**src/rtl/sd_adder.sv**
```systemverilog
module sd_adder #(
  parameter int N = 16
) (
  input  logic         clk,
  input  logic         rst_n,
  input  logic         sub_i,
  input  logic [N-1:0] a_neg,
  input  logic [N-1:0] a_pos,
  input  logic [N-1:0] b_neg,
  input  logic [N-1:0] b_pos,
  output logic [N:0]   s_neg,
  output logic [N:0]   s_pos
);
  logic [N-1:0] ra_n, ra_p, rb_n, rb_p;
  logic         rsub;

  always_ff @(posedge clk or negedge rst_n) begin
    if (!rst_n) begin
      ra_n <= '0; ra_p <= '0; rb_n <= '0; rb_p <= '0; rsub <= 1'b0;
    end else begin
      ra_n <= a_neg; ra_p <= a_pos; rb_n <= b_neg; rb_p <= b_pos; rsub <= sub_i;
    end
  end

  logic [N-1:0] bn, bp;
  assign bn = rsub ? rb_p : rb_n;
  assign bp = rsub ? rb_n : rb_p;

  logic [N-1:0] za, zb, crit, hint_out, hint_in;
  logic [N-1:0] t_neg, t_pos, tin_n, tin_p, up, dn, d_n, d_p;

  assign za       = ~ra_n & ~ra_p;
  assign zb       = ~bn & ~bp;
  assign crit     = za ^ zb;
  assign hint_out = ra_n | bn;
  assign hint_in  = {hint_out[N-2:0], 1'b0};

  assign t_neg = (ra_n & bn) | (crit & (ra_n | bn) & hint_in);
  assign t_pos = (ra_p & bp) | (crit & (ra_p | bp) & ~hint_in);

  assign tin_n = {t_neg[N-2:0], 1'b0};
  assign tin_p = {t_pos[N-2:0], 1'b0};

  assign up  = crit & hint_in;
  assign dn  = crit & ~hint_in;
  assign d_n = (dn & ~tin_p) | (~dn & ~up & tin_n);
  assign d_p = (up & ~tin_n) | (~up & ~dn & tin_p);

  always_ff @(posedge clk or negedge rst_n) begin
    if (!rst_n) begin
      s_neg <= '0;
      s_pos <= '0;
    end else begin
      s_neg <= {t_neg[N-1], d_n};
      s_pos <= {t_pos[N-1], d_p};
    end
  end
endmodule

```
**config.mk**
```make
export PLATFORM = sky130hd
export DESIGN_NAME = sd_adder
export DESIGN_NICKNAME = d
export VERILOG_FILES = /design/src/rtl/sd_adder.sv
export SDC_FILE = /design/constraint.sdc
export NUM_CORES = 1
export LEC_CHECK = 0
export CAP_MARGIN = 10
export CORE_ASPECT_RATIO = 2
export CORE_MARGIN = 2
export CORE_UTILIZATION = 57
export DETAILED_ROUTE_END_ITERATION = 16
export DONT_BUFFER_PORTS = 1
export PLACE_DENSITY = 0.82
export SLEW_MARGIN = 10
export SYNTH_ARGS = -nofsm -noshare
export SYNTH_HDL_FRONTEND = slang
export SYNTH_SLANG_ARGS = --single-unit
```
**constraint.sdc**
```tcl
create_clock -name clk -period 1.8 [get_ports clk]
set_input_delay 0.36 -clock clk [delete_from_list [all_inputs] [get_ports clk]]
set_output_delay 0.36 -clock clk [all_outputs]
set_load 0.01 [all_outputs]
```
==> reports/metrics.cfg <==
[clocking]
cts_root_buffer=clkbuf_16
max-clock-path-buffers=2
cts_tree=built
cts.sinks=98
clock_latency_ns=0.33
htreeDepth=3
cts_made_buffers=9
clkSlewWorstSetupHoldPaths_ns=0.06

[cells_and_area]
nNetsFinal=450
final_cell_mix=dfrtp_1 (97), nor2_1 (42), buf_4 (22)
area_delta_synth_final_pct=21.7
layout_commonest_cell=dfrtp_1
drive_gt1_frac=0.330
post-route-util=0.710
layout.cells.non_filler=482

[place]
dp.cells=454
dpl.hpwl_um=5670
io_buffer_count=0
routabilityCongestion=0.816
pre_cts_ws_ns=-0.0306

[global_route]
grt_max_degree=99
grt_pass1_vias=2796
grt_pass1_wl_um=12800
grt_overflow=0
grt_usage=0.209
antenna_found_initial=2

[logic_synthesis]
ys_types=40
synth_nets=416
yosysWarnings=0
synth-seq-cells=98
synthTopCellsByArea=dfrtp_1 (58%), mux2_2 (6.4%), nor2_1 (5.3%)
yosysTopAreaCell=dfrtp_1
synthArstFlopShare=1.00
syn_inst=349
yosysTopAreaCellShare=0.582
synth.avg_cell_area_um2=12.1
syn_area_um2=4210
synthFlopType=dfrtp_1
yosysSeqAreaShare=0.582
synth-edff-count=0

[setup_path]
r2r-end=s_neg[2]
start_kind=flop
reg2regPathDepth=6
cp-end-kind=flop
required_ns=2.02
arrival_ns=2.03
rrSetupSlack_ns=-0.01
worstSetupPathType=reg2reg
r2r_start=rsub
path_max_fanout=7

[timing]
min_period_ns=1.81
max_freq_mhz=552
fin_crit_sh=1.01
worst_slack_ns=-0.0127
rsz0062_at_grt=true
finalMaxSlewViolations=0
whs_ns=-0.283
finalHoldViolations=98
finalSetupTns_ns=-0.0204
setup_viol=3
skew_ns=0.00586

[route]
drc=0
drtPass1Iterations=4
viasPerCell=5.84
wl_um=8680
ant_nets=0
vias=2817
wl_per_cell_um=18.0
drtIter0Drc=90

[job]
drv_cap=0

[floorplan]
dieHeight_um=126
ios=101
core.rowCount=44
fp.coreArea_um2=7210
die-width_um=64.8
dieArea_um2=8130
start_util=0.584

[power_and_ir_drop]
p_leak_nw=2.20
ir_drop_v=0.000751
powerDensity_nw_per_um2=981

[hold_path]
min-delay-path-class=in2async

[status]
outcome=finished with violations
violations=hold timing, setup timing

layout make-up:
type / instances / area (um^2)
well taps: 92 / 115
multi-input cells: 235 / 1930
flip-flops and latches: 98 / 2450
fillers: 477 / 2090
clock inverters: 2 / 10.0
clock buffers: 14 / 274
repair buffers: 29 / 300
diodes: 2 / 5.00
inverters: 10 / 37.5
timing repair:
action	in CTS	in global routing
buffers inserted	1	6
cloned	1	2
gates resized for setup	11	66
setup endpoints to repair	8	20
pin swaps	0	21
hold endpoints to repair	98	98
registers in the layout (all words and copies together) (netlist names):
register,flops
ra_n,16
rb_n,16
rb_p,16
s_pos,16
ra_p,16
rsub,1
s_neg,17
synthesized netlist by cell type (2+ instances only):
cell type and number:
nand3_1 2, maj3_1 18, a21oi_1 6, mux2i_1 5
nor2_1 59, nand2_1 16, xor2_1 3, nand2b_1 12
nor3_1 13, a32o_1 10, inv_1 10, o22ai_1 2
o21ai_0 7, a22o_1 4, xnor2_1 16, mux2_4 4
maj3_2 7, o2bb2ai_1 10, dfrtp_1 98, mux2_2 24
buf_6 3, a211o_1 2
routing by layer:
metal	global-route usage	routed length, um
met2	0.359	4870
met4	0.155	504
met3	0.0468	374
met1	0.213	2920
met5	0	0
critical path, cell delays in order, from the launching register on:
cell and delay [ns]:
dfrtp_2 0.51, buf_12 0.18, mux2_4 0.33, nor2_4 0.12, nor2_2 0.05, maj3_2 0.29, a22o_1 0.20
power breakdown:
group / switching (mW) / internal (mW) / total, mW
Combinational: 0.308 / 0.367 / 0.676
Clock: 0.735 / 1.05 / 1.78
Sequential: 0.189 / 2.38 / 2.57
logic make-up after synthesis:
family / after synthesis / synth area share
other: 1 / 0.000891
DFF: 98 / 0.582
muxes: 33 / 0.0903
xor gates and xnor gates: 19 / 0.0395
AOI/OAI and AO/OA: 48 / 0.0895
adders and majority gates: 25 / 0.0615
buffers and inverters: 16 / 0.0208
and+or+nand+nor: 109 / 0.115
worst max-delay path by stage:
| stage | from | end | slack [ns] |
|---|---|---|---|
| after detailed placement | rsub | s_neg[5] | -0.03 |
| final | rsub | s_neg[2] | -0.01 |
| after global routing | rsub | s_neg[15] | -0.07 |
| after global placement | rsub | s_neg[2] | 0.02 |
| after CTS | rsub | s_pos[8] | -0.01 |
| after floorplan | rsub | s_neg[15] | 0.07 |
through the flow:
step / total power, mW / instance area, um^2
final: 5.03 / 5120
after global placement: 3.11 / 4430
after floorplan: 2.98 / 4210
after detailed placement: 3.14 / 4430
after CTS: 4.94 / 4790
after global routing: 5.21 / 5120
Power figures use the tool's default switching activity.
